<file path="config.mk">
export PLATFORM = sky130hd
export DESIGN_NAME = mw_eeprom_reader
export DESIGN_NICKNAME = d
export VERILOG_FILES = /design/src/rtl/mwr_pkg.sv /design/src/rtl/mwr_prescaler.sv /design/src/rtl/mwr_sequencer.sv /design/src/rtl/mwr_datapath.sv /design/src/rtl/mw_eeprom_reader.sv
export SDC_FILE = /design/constraint.sdc
export NUM_CORES = 1
export LEC_CHECK = 0
export BUFFER_PORTS_ARGS = -buffer_cell sky130_fd_sc_hd__buf_2
export CORE_MARGIN = 4
export CORE_UTILIZATION = 40
export CTS_CLUSTER_SIZE = 16
export DETAILED_ROUTE_END_ITERATION = 10
export HOLD_SLACK_MARGIN = 0.12
export SLEW_MARGIN = 20
export SYNTH_ARGS = -nofsm -noshare
export SYNTH_HDL_FRONTEND = slang
export SYNTH_HIERARCHICAL = 1
export SYNTH_SLANG_ARGS = --single-unit
</file>
<file path="constraint.sdc">
create_clock -name clk -period 2.82 [get_ports clk]
set_input_delay 0.282 -clock clk [delete_from_list [all_inputs] [get_ports clk]]
set_output_delay 0.282 -clock clk [all_outputs]
set_load 0.02 [all_outputs]
</file>
<file path="src/rtl/mwr_pkg.sv">
package mwr_pkg;

  typedef enum logic [2:0] {
    ST_IDLE    = 3'd0,
    ST_LO      = 3'd1,
    ST_HI      = 3'd2,
    ST_TERM_HI = 3'd3,
    ST_TERM_LO = 3'd4
  } mwr_state_e;

  // start bit followed by the read opcode
  localparam logic [2:0] READ_PREFIX = 3'b110;

endpackage

</file>
<file path="src/rtl/mwr_prescaler.sv">
module mwr_prescaler #(
  parameter int DIV_W = 16
) (
  input  logic             clk,
  input  logic             rst,
  input  logic             clear,
  input  logic             run,
  input  logic [DIV_W-1:0] limit,
  output logic             tick
);

  logic [DIV_W-1:0] cnt_q;

  always_ff @(posedge clk) begin
    if (rst || clear) begin
      cnt_q <= '0;
    end else if (run) begin
      if (cnt_q == limit) cnt_q <= '0;
      else                cnt_q <= cnt_q + 1'b1;
    end
  end

  assign tick = run && (cnt_q == limit);

endmodule

</file>
<file path="src/rtl/mwr_sequencer.sv">
module mwr_sequencer
  import mwr_pkg::*;
#(
  parameter int ADDR_W = 6,
  parameter int DATA_W = 16,
  parameter int DIV_W  = 16
) (
  input  logic              clk,
  input  logic              rst,
  input  logic              start,
  input  logic [ADDR_W-1:0] addr,
  input  logic [DIV_W-1:0]  half_period,
  input  logic              tick,
  output logic              run,
  output logic              clear,
  output logic              sample_en,
  output logic              finish,
  output logic [DIV_W-1:0]  limit,
  output logic              cs,
  output logic              sk,
  output logic              di,
  output logic              busy,
  output logic              done
);

  localparam int CMD_W = ADDR_W + 3;
  localparam int TOTAL = CMD_W + DATA_W;
  localparam int IDX_W = $clog2(TOTAL + 1);

  mwr_state_e        state_q, state_d;
  logic [IDX_W-1:0]  idx_q, idx_d;
  logic [CMD_W-1:0]  cmd_q, cmd_d;
  logic [DIV_W-1:0]  lim_q;
  logic              cs_q, sk_q, di_q, busy_q, done_q;
  logic              accept;

  assign accept = (state_q == ST_IDLE) && start;

  always_comb begin
    state_d = state_q;
    idx_d   = idx_q;
    cmd_d   = cmd_q;
    unique case (state_q)
      ST_IDLE: begin
        if (start) begin
          state_d = ST_LO;
          idx_d   = '0;
          cmd_d   = {READ_PREFIX, addr};
        end
      end
      ST_LO: begin
        if (tick) begin
          if (idx_q == IDX_W'(TOTAL)) state_d = ST_TERM_HI;
          else                        state_d = ST_HI;
        end
      end
      ST_HI: begin
        if (tick) begin
          state_d = ST_LO;
          idx_d   = idx_q + 1'b1;
          cmd_d   = {cmd_q[CMD_W-2:0], 1'b0};
        end
      end
      ST_TERM_HI: begin
        if (tick) state_d = ST_TERM_LO;
      end
      ST_TERM_LO: begin
        if (tick) state_d = ST_IDLE;
      end
      default: state_d = ST_IDLE;
    endcase
  end

  always_ff @(posedge clk) begin
    if (rst) begin
      state_q <= ST_IDLE;
      idx_q   <= '0;
      cmd_q   <= '0;
      lim_q   <= '0;
      cs_q    <= 1'b0;
      sk_q    <= 1'b0;
      di_q    <= 1'b0;
      busy_q  <= 1'b0;
      done_q  <= 1'b0;
    end else begin
      state_q <= state_d;
      idx_q   <= idx_d;
      cmd_q   <= cmd_d;
      if (accept) lim_q <= half_period;
      cs_q   <= (state_d == ST_LO) || (state_d == ST_HI);
      sk_q   <= (state_d == ST_HI) || (state_d == ST_TERM_HI);
      di_q   <= ((state_d == ST_LO) || (state_d == ST_HI)) &&
                (idx_d < IDX_W'(CMD_W)) && cmd_d[CMD_W-1];
      busy_q <= (state_d != ST_IDLE);
      done_q <= (state_q == ST_TERM_LO) && tick;
    end
  end

  assign run       = (state_q != ST_IDLE);
  assign clear     = accept;
  assign limit     = lim_q;
  assign sample_en = (state_q == ST_HI) && tick && (idx_q >= IDX_W'(CMD_W));
  assign finish    = (state_q == ST_TERM_LO) && tick;
  assign cs        = cs_q;
  assign sk        = sk_q;
  assign di        = di_q;
  assign busy      = busy_q;
  assign done      = done_q;

endmodule

</file>
<file path="src/rtl/mwr_datapath.sv">
module mwr_datapath #(
  parameter int DATA_W      = 16,
  parameter int SYNC_STAGES = 2
) (
  input  logic              clk,
  input  logic              rst,
  input  logic              ee_do,
  input  logic              sample_en,
  input  logic              finish,
  output logic [DATA_W-1:0] rdata
);

  logic [SYNC_STAGES-1:0] sync_q;
  logic [DATA_W-1:0]      shift_q;
  logic [DATA_W-1:0]      word_q;

  generate
    if (SYNC_STAGES == 1) begin : g_sync_one
      always_ff @(posedge clk) begin
        if (rst) sync_q <= '0;
        else     sync_q <= ee_do;
      end
    end else begin : g_sync_chain
      always_ff @(posedge clk) begin
        if (rst) sync_q <= '0;
        else     sync_q <= {sync_q[SYNC_STAGES-2:0], ee_do};
      end
    end
  endgenerate

  always_ff @(posedge clk) begin
    if (rst) begin
      shift_q <= '0;
      word_q  <= '0;
    end else begin
      if (sample_en) shift_q <= {shift_q[DATA_W-2:0], sync_q[SYNC_STAGES-1]};
      if (finish)    word_q  <= shift_q;
    end
  end

  assign rdata = word_q;

endmodule

</file>
<file path="src/rtl/mw_eeprom_reader.sv">
module mw_eeprom_reader #(
  parameter int ADDR_W      = 6,
  parameter int DATA_W      = 16,
  parameter int DIV_W       = 16,
  parameter int SYNC_STAGES = 2
) (
  input  logic              clk,
  input  logic              rst,
  input  logic              start,
  input  logic [ADDR_W-1:0] addr,
  input  logic [DIV_W-1:0]  half_period,
  output logic              busy,
  output logic              done,
  output logic [DATA_W-1:0] rdata,
  output logic              ee_cs,
  output logic              ee_sk,
  output logic              ee_di,
  input  logic              ee_do
);

  logic             tick, run, clear, sample_en, finish;
  logic [DIV_W-1:0] limit;

  mwr_prescaler #(.DIV_W(DIV_W)) u_presc (
    .clk(clk), .rst(rst), .clear(clear), .run(run), .limit(limit), .tick(tick)
  );

  mwr_sequencer #(.ADDR_W(ADDR_W), .DATA_W(DATA_W), .DIV_W(DIV_W)) u_seq (
    .clk(clk), .rst(rst), .start(start), .addr(addr), .half_period(half_period),
    .tick(tick), .run(run), .clear(clear), .sample_en(sample_en), .finish(finish),
    .limit(limit), .cs(ee_cs), .sk(ee_sk), .di(ee_di), .busy(busy), .done(done)
  );

  mwr_datapath #(.DATA_W(DATA_W), .SYNC_STAGES(SYNC_STAGES)) u_dp (
    .clk(clk), .rst(rst), .ee_do(ee_do), .sample_en(sample_en),
    .finish(finish), .rdata(rdata)
  );

endmodule

</file>
======== After elaboration in Yosys (flattened, before gate mapping) ========
Index checks and enable logic that the tools add are counted.
word-level totals
  flip-flop bits (word level) ............. 88
  input port bits ......................... 26
  word-level logic and storage cells ...... 58
cells by class
  $add $sub $neg .......................... 2
  order comparisons ....................... 2
  eq/ne operators ......................... 11
  multiplexer cells ....................... 14
  reductions and logical operators ........ 15
operator list
  operator                                                               count
  9-bit 2-to-1 mux                                                       2
  9-bit one-hot mux with 2 select lines                                  1
  16-bit by 1-bit adder with 16-bit output, second input constant        1
  16-bit == test                                                         1
  16-bit 2-to-1 mux                                                      1
  3-bit 2-to-1 mux                                                       5
  3-bit one-hot mux with 5 select lines                                  1
  3-bit by 2-bit == test with 1-bit output, second input constant        4
  5-bit 2-to-1 mux                                                       2
  5-bit one-hot mux with 2 select lines                                  1
  1-bit logical AND                                                      7
  3-bit by 1-bit == test with 1-bit output, second input constant        2
  3-bit nonzero test                                                     2
  5-bit by 1-bit adder with 5-bit output, second input constant          1
  5-bit == test, second input constant                                   1
  5-bit by 4-bit >= comparator with 1-bit output, second input constant  1
  5-bit by 4-bit < comparator with 1-bit output, second input constant   1
  3-bit == test, second input constant                                   1
  3-bit zero test                                                        1
  1-bit logical OR                                                       3
  3-bit AND reduction                                                    1
  2-bit by 1-bit != test with 1-bit output, second input constant        1
  2-bit != test, second input constant                                   1
  2-bit nonzero test                                                     1
  1-bit 2-to-1 mux                                                       1

======== Longest topological paths before layout ========
  word-level depth ........................ 8
  mapped depth ............................ 13
  depth with buffers taken out ............ 9

======== Hierarchy ========
The synthesis kept the hierarchy.
by module, submodules not included
  module         times used  cells an instance  area an instance (sq um)  seq. area each (sq um)
  mwr_sequencer  1           176                1514.0                    760.7
  mwr_datapath   1           108                1214.9                    680.7
  mwr_prescaler  1           103                885.8                     320.3

======== Worst setup path before layout ========
Ideal clock, no wire load.
  kind .................................... register to register
  from .................................... reg u_presc.cnt_q[2]
  to ...................................... reg u_seq.di_q, in the netlist u_seq/di
  setup time .............................. 117 ps
  arrival ................................. 2399 ps
  data required time ...................... 2703 ps
  path slack .............................. 304 ps
  stages on the path, launching flop included .. 12
  buffers on the path ..................... 2
  cell sequence ........................... dfxtp_1 > clkbuf_1 > xor2_1 > nor4_1 > nand2_1 > nor4_1 > buf_2 > or4b_2 > o21ai_0 > a22o_1 > o31a_1 > and4bb_1
between the ends
  longest elaborated chain between the ends .. 8
  elaborated cells between the ends (all ways) .. 17
RTL lines
  what                                                                                   RTL line                text
  from (decl)                                                                            mwr_prescaler.sv:12     logic [DIV_W-1:0] cnt_q;
  from (signal assigned)                                                                 mwr_prescaler.sv:19     else cnt_q <= cnt_q + 1'b1;
  16-bit == test (*)                                                                     mwr_prescaler.sv:23     assign tick = run && (cnt_q == limit);
  1-bit logical AND (*)                                                                  mwr_prescaler.sv:23
  via tick                                                                               mw_eeprom_reader.sv:21  logic tick, run, clear, sample_en, finish;
  branches (longest 5 deep; another with 5-bit by 4-bit < comparator with 1-bit output)  --
  1-bit logical AND (*)                                                                  mwr_sequencer.sv:93     (idx_d < IDX_W'(CMD_W)) && cmd_d[CMD_W-1];
  to (signal assigned)                                                                   mwr_sequencer.sv:92     di_q <= ((state_d == ST_LO) || (state_d == ST_HI)) &&
  to (decl)                                                                              mwr_sequencer.sv:34     logic cs_q, sk_q, di_q, busy_q, done_q;
Mark *: on every way through the listed nets, which the timed path passes. The select of a mux whose other input is x is not followed.
A chain may end at the register's enable or synchronous reset.

======== Worst setup path in the final report ========
  from .................................... reg u_presc.cnt_q[4]
  to ...................................... reg u_seq.di_q, in the netlist u_seq/di
Same word-level chain as after synthesis.

==> impl_metrics.tcl <==
set metrics [dict create \
    status "complete, no violations" \
    dp.cells 527 \
    core_area_um2 8760 \
    die-height_um 103 \
    antenna_cells_inserted 0 \
    clk_pin_slew_ps 90 \
    edff_count_synth 0 \
    synth_area_um2 3610 \
    placement.setup.worst_slack_ps 75.3 \
    finalSetupViolCount 0 \
    critPathRequiredTime_ps 3080 \
    antenna_violations_before_repair 0 \
    area.growth.synth_to_final_pct 16.0 \
    grt_util_all_layers_pct 14.4 \
    cts_tree "yes" \
    yosys-top-cells-area "sky130_fd_sc_hd__dfxtp_1, sky130_fd_sc_hd__mux2i_1, sky130_fd_sc_hd__nor2_1" \
    clock_tree.root_cell "sky130_fd_sc_hd__clkbuf_8" \
    synth.yosys.warnings 6 \
    die_area_um2 10600 \
    layout_cells_sized_above_1_pct 18.9 \
    final_max_slew_viol_count 0 \
    detailroute.via_count 2763 \
    finalNonFillerCells 547 \
    synth_fp_nets 416 \
    yosysMostFrequentCell "sky130_fd_sc_hd__dfxtp_1" \
    worst-endpoint-arrival_ps 2790 \
    route.detailed.drc 0 \
    grt_pass1_vias 2596 \
    initial_core_util_pct 41.2 \
    flip_flop_and_latch_count_after_synthesis 88 \
    final-hold-violation-count 0 \
    worst_r2r_path_depth 10 \
    final.period_utilization_pct 89.9 \
    cts_max_level 3 \
    dpl.hpwl_um 5050 \
    synth-main-ff-cell "sky130_fd_sc_hd__dfxtp_1" \
    worst_hold_slack_ps 156 \
    layout.core_utilization_pct 47.8 \
    nNetsFinal 463 \
    final.setup.tns_ps 0 \
    wl_per_cell_um 13.2 \
    layout_setup_ws_ps 286 \
    critical_path_class "flop to flop" \
    hold_path.startpoint "half_period[3]" \
    synth_top_cell_area_share_pct 48.7 \
    syn-mean-instance-area_um2 9.34 \
    fp-row-count 34 \
    cellLeakagePower_nw 1.63 \
    tightest_slew_ps 701 \
    cp-startpoint "u_presc/cnt_q[4]$_SDFFE_PP0P_" \
    critical_path.startpoint_type "flop" \
    die_width_um 103 \
    setup_repair_after_global_routing_missed_its_margin "false" \
    p_per_area_nw_per_um2 586 \
    avgViaCountPerCell 5.05 \
    largest_net_degree_at_the_start_of_global_routing 34 \
    finClkSkew_ps 10.8 \
    seq_area_frac_synth_pct 48.7 \
    wl_um 7200 \
    gpl.final_weighted_congestion 0.853 \
    synth_largest_area_cell "sky130_fd_sc_hd__dfxtp_1" \
    worst_hold_path_type "input pin to flop" \
    fmax_mhz 395 \
    synthArstFlopShare_pct 0 \
    io_pins 47 \
    timing.rr.start "u_presc/cnt_q[4]$_SDFFE_PP0P_" \
    hold_path_depth 3 \
    grt_first_pass_wirelength_um 12100 \
    tritoncts.num_buffers 9 \
    finalPower_mw 2.46 \
    ys_types 45 \
    first_iter_violations 134 \
    finalInstanceArea_um2 4190 \
    place.port_buffers 46 \
    syn-instance-count 387 \
    grt_overflow 0 \
    post_synth_most_frequent_cells "sky130_fd_sc_hd__dfxtp_1, sky130_fd_sc_hd__nor2_1, sky130_fd_sc_hd__nand2_1" \
    clk_path_buf_depth 2 \
    critical_path_peak_fanout 8 \
    maxCapViolCount 0 \
    cts.sink_count 88 \
    setup.worst_path.end_class "flop" \
    antenna_violating_nets_post_route 0 \
    placedInstanceArea_um2 3910 \
    detail_route.first_pass.iterations 6 \
    slew_headroom_pct 53.3 \
    clk_latency_ps 360 \
    post-route-min-period_ps 2530 \
    worst_ir_drop_on_vdd_v 0.000291 \
]
==> sequential cells by signal, indices dropped and copies added, names as in the netlist, 2 cells and up <==
name           flops
u_seq/limit       16
u_presc/cnt_q     16
u_dp/rdata        16
u_seq/cmd_q        9
u_seq/state_q      3
u_dp/shift_q      16
u_seq/idx_q        5
u_dp/sync_q        2
==> cell type report <==
type,instances,area [µm²]
fill,829,4570
sequential,88,1760
multi-input combinational,270,1700
timing repair buffer,61,358
tap,108,135
clock buffer,9,124
clock inverter,7,101
inverter,4,15.0
==> worst max-delay path, stage by stage (launching register included) <==
cell and delay (ps):
sky130_fd_sc_hd__dfxtp_1 370, sky130_fd_sc_hd__xor2_1 170, sky130_fd_sc_hd__nor4_1 290, sky130_fd_sc_hd__nand2_1 140, sky130_fd_sc_hd__nor4_2 170, sky130_fd_sc_hd__buf_4 190
sky130_fd_sc_hd__or4b_2 570, sky130_fd_sc_hd__o21ai_0 90, sky130_fd_sc_hd__a22o_1 170, sky130_fd_sc_hd__o31a_1 120, sky130_fd_sc_hd__and4bb_1 170
==> power breakdown <==
part | switching, mW | internal [mW] | leakage (nW)
Combinational | 0.111 | 0.0810 | 0.807
Sequential | 0.0239 | 1.28 | 0.714
Clock | 0.458 | 0.506 | 0.106
Total | 0.593 | 1.86 | 1.63
==> placed cells by master, fill, tap and decap left out, types with 3 or more instances in the layout <==
cell type,instances
sky130_fd_sc_hd__nor4_1,4
sky130_fd_sc_hd__nand2_1,43
sky130_fd_sc_hd__dfxtp_1,88
sky130_fd_sc_hd__buf_4,13
sky130_fd_sc_hd__xnor2_1,15
sky130_fd_sc_hd__a222oi_1,5
sky130_fd_sc_hd__clkbuf_8,9
sky130_fd_sc_hd__inv_1,3
sky130_fd_sc_hd__mux2i_1,35
sky130_fd_sc_hd__nor3_1,5
sky130_fd_sc_hd__nand3_1,9
sky130_fd_sc_hd__o21ai_0,3
sky130_fd_sc_hd__nor2_1,66
sky130_fd_sc_hd__nor2b_1,12
sky130_fd_sc_hd__ha_1,3
sky130_fd_sc_hd__buf_2,46
sky130_fd_sc_hd__nand4_1,7
sky130_fd_sc_hd__a21oi_1,19
sky130_fd_sc_hd__xor2_1,16
==> per-layer routing <==
metal | wire (µm) | track usage (%) | share of wire (%) | up-vias
met5 | 0 | 0 | 0 | -
met4 | 87 | 4.88 | 1.2 | 0
met3 | 378 | 4.67 | 5.3 | 6
met2 | 3320 | 23.2 | 46 | 71
met1 | 3410 | 18.2 | 47 | 1282
li1 | - | - | - | 1404
==> kinds of logic after synthesis <==
group,share of synthesized area (%)
simple gates,20.8
flops,48.7
compound gates,7.20
mux,9.69
xor+xnor,7.51
buf+inv,4.98
fa+ha+maj,1.04
==> timing repair <==
action	in CTS	in global routing
resized for setup	0	3
hold endpoints to repair	1	0
hold buffers	1	0
setup endpoints to repair	0	20
setup buffers	0	3
==> path summary, 6_finish.rpt <==
check / endpoint / slack, ps
hold / removal: u_seq/limit[3]$_SDFFE_PP0P_ / 160
hold reg to reg: u_dp/sync_q[1]$_SDFF_PP0_ / 450
setup reg to reg: u_seq/di$_SDFF_PP0_ / 290
setup / recovery: u_seq/di$_SDFF_PP0_ / 290
(Power assumes the default switching activity.)
